===== src/rtl/sq_pkg.sv =====
package sq_pkg;

  typedef struct packed {
    logic can_wb;
    logic committed;
    logic completed;
  } sq_flags_t;

  typedef enum logic [1:0] {
    WB_READY    = 2'd0,
    WB_HELD     = 2'd1,
    WB_INFLIGHT = 2'd2
  } wb_state_t;

  // Step an index forward around the ring.
  function automatic int unsigned ring_add(input int unsigned idx, input int unsigned step,
                                           input int unsigned slots);
    return (idx + step) % slots;
  endfunction

  // Number of forward steps from one index to another around the ring.
  function automatic int unsigned ring_dist(input int unsigned from_idx, input int unsigned to_idx,
                                            input int unsigned slots);
    return (to_idx + slots - from_idx) % slots;
  endfunction

endpackage


===== src/rtl/sq_slot_array.sv =====
module sq_slot_array
  import sq_pkg::*;
#(
  parameter int SLOTS  = 8,
  parameter int SEQ_W  = 16,
  parameter int SIZE_W = 4,
  parameter int DATA_W = 32,
  parameter int IDX_W  = $clog2(SLOTS)
) (
  input  logic                         clk,
  input  logic                         rst_n,
  input  logic                         alloc_en,
  input  logic [IDX_W-1:0]             alloc_idx,
  input  logic [SEQ_W-1:0]             alloc_seq,
  input  logic                         exec_en,
  input  logic [IDX_W-1:0]             exec_idx,
  input  logic [SIZE_W-1:0]            exec_size,
  input  logic [DATA_W-1:0]            exec_data,
  input  logic [SLOTS-1:0]             commit_mask,
  input  logic                         done_en,
  input  logic [IDX_W-1:0]             done_idx,
  input  logic [IDX_W-1:0]             rd_idx,
  output logic [SEQ_W-1:0]             rd_seq,
  output logic [SIZE_W-1:0]            rd_size,
  output logic [DATA_W-1:0]            rd_data,
  output logic [SLOTS-1:0][SEQ_W-1:0]  seq_vec,
  output logic [SLOTS-1:0]             canwb_vec,
  output logic [SLOTS-1:0]             committed_vec,
  output logic [SLOTS-1:0]             completed_vec
);

  logic [SLOTS-1:0][SIZE_W-1:0] size_vec;
  logic [SLOTS-1:0][DATA_W-1:0] data_vec;

  for (genvar g = 0; g < SLOTS; g++) begin : g_slot
    logic [SEQ_W-1:0]  seq_r;
    logic [SIZE_W-1:0] size_r;
    logic [DATA_W-1:0] data_r;
    sq_flags_t         flags_r;

    always_ff @(posedge clk) begin
      if (!rst_n) begin
        seq_r   <= '0;
        size_r  <= '0;
        data_r  <= '0;
        flags_r <= '0;
      end else if (alloc_en && alloc_idx == IDX_W'(g)) begin
        seq_r   <= alloc_seq;
        size_r  <= '0;
        data_r  <= '0;
        flags_r <= '0;
      end else begin
        if (exec_en && exec_idx == IDX_W'(g)) begin
          size_r <= exec_size;
          data_r <= exec_data;
        end
        if (commit_mask[g]) begin
          flags_r.can_wb    <= 1'b1;
          flags_r.committed <= 1'b1;
        end
        if (done_en && done_idx == IDX_W'(g)) begin
          flags_r.completed <= 1'b1;
        end
      end
    end

    assign seq_vec[g]       = seq_r;
    assign size_vec[g]      = size_r;
    assign data_vec[g]      = data_r;
    assign canwb_vec[g]     = flags_r.can_wb;
    assign committed_vec[g] = flags_r.committed;
    assign completed_vec[g] = flags_r.completed;
  end

  assign rd_seq  = seq_vec[rd_idx];
  assign rd_size = size_vec[rd_idx];
  assign rd_data = data_vec[rd_idx];

endmodule


===== src/rtl/sq_age_decode.sv =====
module sq_age_decode
  import sq_pkg::*;
#(
  parameter int SLOTS = 8,
  parameter int SEQ_W = 16,
  parameter int IDX_W = $clog2(SLOTS),
  parameter int CNT_W = $clog2(SLOTS + 1)
) (
  input  logic [IDX_W-1:0]            head,
  input  logic [CNT_W-1:0]            count,
  input  logic [SLOTS-1:0][SEQ_W-1:0] seq_vec,
  input  logic [SLOTS-1:0]            committed_vec,
  input  logic                        commit_en,
  input  logic [SEQ_W-1:0]            commit_seq,
  input  logic [SEQ_W-1:0]            squash_seq,
  output logic [SLOTS-1:0]            commit_mask,
  output logic [CNT_W-1:0]            commit_num,
  output logic [CNT_W-1:0]            survivors
);

  logic [SLOTS-1:0] live;
  logic [SLOTS-1:0] keep;

  for (genvar g = 0; g < SLOTS; g++) begin : g_age
    assign live[g] = ring_dist(32'(head), g, SLOTS) < 32'(count);
    assign commit_mask[g] = commit_en && live[g] && !committed_vec[g] &&
                            (seq_vec[g] < commit_seq);
    assign keep[g] = live[g] && (seq_vec[g] <= squash_seq);
  end

  always_comb begin
    commit_num = '0;
    survivors  = '0;
    for (int i = 0; i < SLOTS; i++) begin
      commit_num = commit_num + CNT_W'(commit_mask[i]);
      survivors  = survivors + CNT_W'(keep[i]);
    end
  end

endmodule


===== src/rtl/sq_wb_engine.sv =====
module sq_wb_engine
  import sq_pkg::*;
#(
  parameter int SLOTS = 8,
  parameter int IDX_W = $clog2(SLOTS),
  parameter int CNT_W = $clog2(SLOTS + 1)
) (
  input  logic             clk,
  input  logic             rst_n,
  input  logic [IDX_W-1:0] tail,
  input  logic             entry_can_wb,
  input  logic             entry_completed,
  input  logic [CNT_W-1:0] commit_num,
  input  logic             mem_ready,
  input  logic             mem_retry,
  input  logic             mem_done,
  output logic [IDX_W-1:0] wb_idx,
  output logic             issue,
  output logic             done_en,
  output logic [IDX_W-1:0] done_idx,
  output logic [CNT_W-1:0] pending,
  output wb_state_t        state
);

  logic             accept;
  logic [IDX_W-1:0] inflight_idx;

  assign issue    = (state == WB_READY) && (wb_idx != tail) && entry_can_wb && !entry_completed;
  assign accept   = issue && mem_ready;
  assign done_en  = (state == WB_INFLIGHT) && mem_done;
  assign done_idx = inflight_idx;

  always_ff @(posedge clk) begin
    if (!rst_n) begin
      state        <= WB_READY;
      wb_idx       <= '0;
      inflight_idx <= '0;
      pending      <= '0;
    end else begin
      pending <= pending + commit_num - CNT_W'(accept);
      unique case (state)
        WB_READY: begin
          if (accept) begin
            state        <= WB_INFLIGHT;
            inflight_idx <= wb_idx;
            wb_idx       <= IDX_W'(ring_add(32'(wb_idx), 1, SLOTS));
          end else if (issue) begin
            state <= WB_HELD;
          end
        end
        WB_HELD:     if (mem_retry) state <= WB_READY;
        WB_INFLIGHT: if (mem_done)  state <= WB_READY;
        default:     state <= WB_READY;
      endcase
    end
  end

endmodule


===== src/rtl/store_queue.sv =====
module store_queue
  import sq_pkg::*;
#(
  parameter int SLOTS  = 8,
  parameter int SEQ_W  = 16,
  parameter int SIZE_W = 4,
  parameter int DATA_W = 32,
  parameter int IDX_W  = $clog2(SLOTS),
  parameter int CNT_W  = $clog2(SLOTS + 1)
) (
  input  logic              clk,
  input  logic              rst_n,
  input  logic              alloc_valid,
  input  logic [SEQ_W-1:0]  alloc_seq,
  output logic [IDX_W-1:0]  alloc_idx,
  output logic              full,
  input  logic              exec_valid,
  input  logic [IDX_W-1:0]  exec_idx,
  input  logic [SIZE_W-1:0] exec_size,
  input  logic [DATA_W-1:0] exec_data,
  input  logic              commit_valid,
  input  logic [SEQ_W-1:0]  commit_seq,
  input  logic              squash_valid,
  input  logic [SEQ_W-1:0]  squash_seq,
  output logic              mem_wr_valid,
  input  logic              mem_wr_ready,
  output logic [SIZE_W-1:0] mem_wr_size,
  output logic [DATA_W-1:0] mem_wr_data,
  output logic [SEQ_W-1:0]  mem_wr_seq,
  input  logic              mem_retry,
  input  logic              mem_done,
  output logic [CNT_W-1:0]  occupancy,
  output logic [CNT_W-1:0]  wb_pending
);

  logic [IDX_W-1:0] head_q, tail_q, wb_idx;
  logic [CNT_W-1:0] count_q;

  // Named internal events, brought out for the checker.
  logic alloc_en, free_en, done_en;
  logic [IDX_W-1:0] done_idx;
  wb_state_t wb_state;

  logic [SLOTS-1:0][SEQ_W-1:0] seq_vec;
  logic [SLOTS-1:0] canwb_vec, committed_vec, completed_vec, commit_mask;
  logic [CNT_W-1:0] commit_num, survivors;

  assign full     = count_q >= CNT_W'(SLOTS - 1);
  assign alloc_en = alloc_valid && !full && !squash_valid;
  assign free_en  = (count_q != '0) && completed_vec[head_q];

  sq_slot_array #(
    .SLOTS(SLOTS), .SEQ_W(SEQ_W), .SIZE_W(SIZE_W), .DATA_W(DATA_W), .IDX_W(IDX_W)
  ) u_slots (
    .clk(clk), .rst_n(rst_n),
    .alloc_en(alloc_en), .alloc_idx(tail_q), .alloc_seq(alloc_seq),
    .exec_en(exec_valid), .exec_idx(exec_idx), .exec_size(exec_size), .exec_data(exec_data),
    .commit_mask(commit_mask),
    .done_en(done_en), .done_idx(done_idx),
    .rd_idx(wb_idx), .rd_seq(mem_wr_seq), .rd_size(mem_wr_size), .rd_data(mem_wr_data),
    .seq_vec(seq_vec), .canwb_vec(canwb_vec), .committed_vec(committed_vec),
    .completed_vec(completed_vec)
  );

  sq_age_decode #(
    .SLOTS(SLOTS), .SEQ_W(SEQ_W), .IDX_W(IDX_W), .CNT_W(CNT_W)
  ) u_age (
    .head(head_q), .count(count_q), .seq_vec(seq_vec), .committed_vec(committed_vec),
    .commit_en(commit_valid), .commit_seq(commit_seq), .squash_seq(squash_seq),
    .commit_mask(commit_mask), .commit_num(commit_num), .survivors(survivors)
  );

  sq_wb_engine #(
    .SLOTS(SLOTS), .IDX_W(IDX_W), .CNT_W(CNT_W)
  ) u_wb (
    .clk(clk), .rst_n(rst_n), .tail(tail_q),
    .entry_can_wb(canwb_vec[wb_idx]), .entry_completed(completed_vec[wb_idx]),
    .commit_num(commit_num), .mem_ready(mem_wr_ready), .mem_retry(mem_retry),
    .mem_done(mem_done), .wb_idx(wb_idx), .issue(mem_wr_valid),
    .done_en(done_en), .done_idx(done_idx), .pending(wb_pending), .state(wb_state)
  );

  always_ff @(posedge clk) begin
    if (!rst_n) begin
      head_q  <= '0;
      tail_q  <= '0;
      count_q <= '0;
    end else begin
      if (free_en) head_q <= IDX_W'(ring_add(32'(head_q), 1, SLOTS));
      if (squash_valid) begin
        tail_q  <= IDX_W'(ring_add(32'(head_q), 32'(survivors), SLOTS));
        count_q <= survivors - CNT_W'(free_en);
      end else begin
        if (alloc_en) tail_q <= IDX_W'(ring_add(32'(tail_q), 1, SLOTS));
        count_q <= count_q + CNT_W'(alloc_en) - CNT_W'(free_en);
      end
    end
  end

  assign alloc_idx = tail_q;
  assign occupancy = count_q;

endmodule


===== config.mk =====
export PLATFORM = sky130hd
export DESIGN_NAME = store_queue
export DESIGN_NICKNAME = d
export VERILOG_FILES = /design/src/rtl/sq_pkg.sv /design/src/rtl/sq_slot_array.sv /design/src/rtl/sq_age_decode.sv /design/src/rtl/sq_wb_engine.sv /design/src/rtl/store_queue.sv
export SDC_FILE = /design/constraint.sdc
export NUM_CORES = 2
export LEC_CHECK = 0
export BUFFER_PORTS_ARGS = -buffer_cell sky130_fd_sc_hd__buf_4
export CORE_ASPECT_RATIO = 0.5
export CORE_MARGIN = 2
export CORE_UTILIZATION = 55
export CTS_CLUSTER_SIZE = 40
export DETAILED_ROUTE_END_ITERATION = 10
export GPL_TIMING_DRIVEN = 0
export HOLD_SLACK_MARGIN = 0.06
export MAX_ROUTING_LAYER = met4
export PLACE_DENSITY_LB_ADDON = 0.25
export RECOVER_POWER = 100
export SLEW_MARGIN = 25
export SYNTH_ARGS = -nofsm -noshare
export SYNTH_HDL_FRONTEND = slang
export SYNTH_SLANG_ARGS = --single-unit

===== constraint.sdc =====
create_clock -name clk -period 7.25 [get_ports clk]
set_input_delay 0.725 -clock clk [delete_from_list [all_inputs] [get_ports clk]]
set_output_delay 0.725 -clock clk [all_outputs]
set_load 0.005 [all_outputs]

==> results.py <==
metrics = {
    "outcome": {
        "status": "completed",
    },
    "run": {
        "maxCapViolations": 0,
    },
    "sta": {
        "finalCriticalPeriod_ps": 5970,
        "relSlewSlack_pct": 21.5,
        "grt_setup_unrepaired": "no",
        "finalCritPeriodShare_pct": 82.3,
        "finalHoldWorstSlack_ps": 449,
        "tightest_slew_ps": 1170,
        "tns_ps": 0,
        "hold_viol": 0,
        "setup_viol": 0,
        "drv_slew": 0,
        "fin_worst_skew_ps": 18.2,
        "fmax_mhz": 168,
    },
    "synth": {
        "muxShareOfSynthArea_pct": 11.8,
        "synth_fa_ha_area_share_pct": 14.6,
        "synth_edf_count": 0,
        "synth-simple-area-share_pct": 18.4,
        "ys_types": 63,
        "synth.avg_cell_area_sq_um": 8.55,
        "synth_top_family_by_area": "simple AND/OR/NAND/NOR gates",
        "synth_warnings": 0,
        "synth_compound_area_share_pct": 15.1,
        "netlist_area_sq_um": 26400,
        "ys_seq_elements": 454,
        "syn_nets": 3483,
        "synth_ff_type": "dfxtp_1",
        "async_reset_ff_share_pct": 0,
        "synth_xor_area_share_pct": 0.630,
        "yosysSeqAreaShare_pct": 34.4,
        "syn_inst": 3086,
    },
    "floorplanning": {
        "die_x_microns": 314,
        "row_count": 56,
        "pin_count": 161,
        "die-area_sq_um": 49900,
        "initial_core_util_pct": 56.1,
        "chipHeight_microns": 159,
        "fp.coreArea_sq_um": 47100,
    },
    "pwr": {
        "pwr-share-seq_pct": 36.0,
        "p_sw_share_pct": 35.9,
        "power.internal_mw": 4.84,
        "p_sw_mw": 2.71,
        "p_clk_share_pct": 31.7,
        "p_total_mw": 7.55,
        "power_frac_comb_pct": 32.2,
        "ir_worst_vdd_uv": 194,
        "p_leak_nw": 11.4,
        "power_density_nw_per_um2": 257,
    },
    "clock_tree": {
        "cts-resized-gates": 0,
        "clockBufferDepth": 3,
        "ctsHoldBuffers": 0,
        "htreeDepth": 2,
        "cts-root-buf": "clkbuf_16",
        "worstSkewPairLatency_ps": 590,
        "cts_tree": "built",
        "cts.clk_slew.worst_paths_ps": 70,
        "cts_sinks": 454,
        "cts_made_buffers": 43,
        "cts_setup_buffers": 0,
    },
    "hold_path": {
        "min_delay_path_depth": 3,
        "hold_class": "input port to flip-flop",
    },
    "critical_path": {
        "cp.arrival_ps": 6450,
        "path_class": "flip-flop to flip-flop",
        "slowest_stage": "dfxtp_1",
        "critPathLaunchType": "flip-flop",
        "crit_fanout": 9,
        "crit_top_cell": "fa_1",
        "slowest_delay_ps": 580,
        "rr_worst_depth": 22,
        "worstPathCellList": "inv_1 -> ha_1 -> xnor2_1 -> ha_1 -> nand2_1 -> o21ai_0 -> and2_0 -> nand3b_1 -> o22ai_1 -> ha_1 -> inv_1 -> fa_1 -> inv_1 -> fa_1 -> fa_1 -> inv_1 -> fa_1 -> fa_1 -> xnor2_1 -> xnor2_1 -> nor2_1 -> o21a_1",
        "endpoint_kind": "flip-flop",
        "required_ps": 7740,
    },
    "drt": {
        "initialDrtViolationCount": 3007,
        "dr.pass1.iters": 7,
        "ant_nets": 0,
        "route.detailed.drc": 0,
        "vias_per_cell": 6.12,
        "wl_microns": 90900,
        "via_count": 24000,
        "wl_per_cell_microns": 23.2,
    },
    "global_route": {
        "grt_overflow": 0,
        "antenna_found_initial": 5,
        "first_global_vias": 22500,
        "grt_use_total_pct": 36.8,
        "grt_start_max_net_pins": 17,
        "grt_pass1_wl_microns": 137000,
    },
    "final_layout": {
        "final_cell_area_sq_um": 29300,
        "final_cell_count_no_fill": 3913,
        "nets": 3631,
        "syn_to_final_growth_pct": 11.1,
        "layout-drive-gt1-share_pct": 11.7,
    },
    "placed_design": {
        "post-dp-hpwl_microns": 66500,
        "dpl_cell_area_sq_um": 28000,
        "gp_congestion": 1.07,
        "portBuffers": 102,
        "dpl.cell_count": 3827,
    },
}
[per-stage QoR]
step / setup WS (ps) / utilization, %
final: 1280 / 62.3
after CTS: 1350 / 62.5
after detailed placement: 1140 / 59.4
after floorplan: 1940 / -
after global placement: 1190 / 59.4
after global routing: 981 / 62.3
[power groups by stage]
| stage | combinational [mW] | sequential [mW] | clock (mW) |
|---|---|---|---|
| floorplan | 1.62 | 2.73 | 0 |
| global placement | 2.32 | 2.77 | 0 |
| detailed placement | 2.37 | 2.77 | 0 |
| CTS | 2.41 | 2.71 | 2.38 |
| global route | 2.66 | 2.73 | 2.50 |
| finish | 2.43 | 2.72 | 2.39 |
[sequential cells by signal (all words and copies together), names as in the netlist]
| name | flops |
|---|---|
| head_q | 3 |
| u_wb.pending | 4 |
| u_slots.completed_vec | 8 |
| u_slots.g_slot.seq_r | 128 |
| occupancy | 4 |
| alloc_idx | 3 |
| u_slots.g_slot.data_r | 256 |
| u_wb.state | 2 |
| u_slots.g_slot.size_r | 32 |
| u_wb.done_idx | 3 |
| u_slots.canwb_vec | 8 |
| u_wb.wb_idx | 3 |
[per-layer routing]
layer | global-route usage [%] | wire (microns) | up-vias | part of all wire, %
met5 | - | 0 | - | 0
met4 | 17.1 | 4590 | 0 | 5.1
met3 | 7.20 | 9170 | 251 | 10
met2 | 54.1 | 40000 | 1235 | 44
met1 | 48.9 | 37200 | 11400 | 41
li1 | - | - | 11000 | -
[worst paths after layout]
| check | from | to | slack (ps) |
|---|---|---|---|
| max | head_q[1] | alloc_idx[2] | 1280 |
| min | mem_retry | u_wb.state[0] | 450 |
| max reg2reg | head_q[1] | alloc_idx[2] | 1280 |
| min reg2reg | u_slots.g_slot[5].data_r[18] | u_slots.g_slot[5].data_r[18] | 450 |
[cells in the mapped netlist, types with 7 or more instances]
cell type  instances  area [sq um]
a211oi_1          21           158
a21boi_0         118           886
a21boi_1          11          82.6
a21o_1            22           165
a21oi_1          377          1890
a221oi_1          11          96.3
and2_1             9          56.3
buf_1             17          63.8
buf_2             44           220
buf_4             13          97.6
clkbuf_1         107           402
clkbuf_2          36           180
dfxtp_1          454          9090
fa_1              11           220
ha_1             290          3630
inv_1             92           345
mux2_2            52           586
mux2i_1            9          90.1
mux4_2           106          2390
nand2_1          886          3330
nand2b_1           7          43.8
nand3_1           77           385
nand4_1           44           275
nor2_1            68           255
nor2b_1           27           169
nor3_1             8          40.0
nor3b_1           10          75.1
o211ai_1          11          82.6
o21a_1            11          82.6
o21ai_0           51           255
xnor2_1           15           131
[area by class of cell]
type                            count  area (sq um)
Buffer                            218           921
Timing Repair Buffer              103           758
Antenna cell                        7          17.5
Inverter                           94           353
Multi-Input combinational cell   2320         16000
Clock inverter                     26           265
Fill cell                        4115         17800
Clock buffer                       53          1170
Sequential cell                   454          9090
Tap cell                          638           798
[critical path: cells and delay by family (launching register included)]
family,cells,cell delay (ps)
buffers and inverters,4,440
XOR/XNOR,3,460
flip-flops,1,580
AO/OA/AOI/OAI,3,590
AND/OR/NAND/NOR,4,440
adder cells (fa/ha/maj),8,3360
[cells by family after synthesis]
family	after synthesis
DFF	454
and+or+nand+nor	1164
xor gates and xnor gates	19
muxes	169
buffers and inverters	312
adders and majority gates	301
AOI/OAI and AO/OA	667
[layout by cell type (no fill, tap or decap), types with 6 or more instances in the layout]
cell type,count
a221oi_1,11
clkinvlp_4,6
o211ai_1,11
a21oi_1,377
nor3_1,8
fa_1,11
buf_2,13
mux2_2,39
a21o_1,22
clkbuf_16,43
clkbuf_2,33
nor2b_1,27
clkbuf_8,6
and2_0,7
o21ai_0,51
nand4_1,44
nor3b_1,10
nand3_1,79
mux2_1,13
dfxtp_1,454
a21boi_0,129
mux2i_1,9
buf_4,70
clkinv_2,11
xnor2_1,15
clkbuf_4,39
nand2b_1,7
nor2_1,68
buf_1,6
nor4_1,6
o21a_1,11
a31oi_1,6
inv_1,92
clkbuf_1,163
a211oi_1,20
diode_2,7
ha_1,290
nand2_1,886
mux4_2,106
No activity file was read; power rests on OpenSTA's default activity.
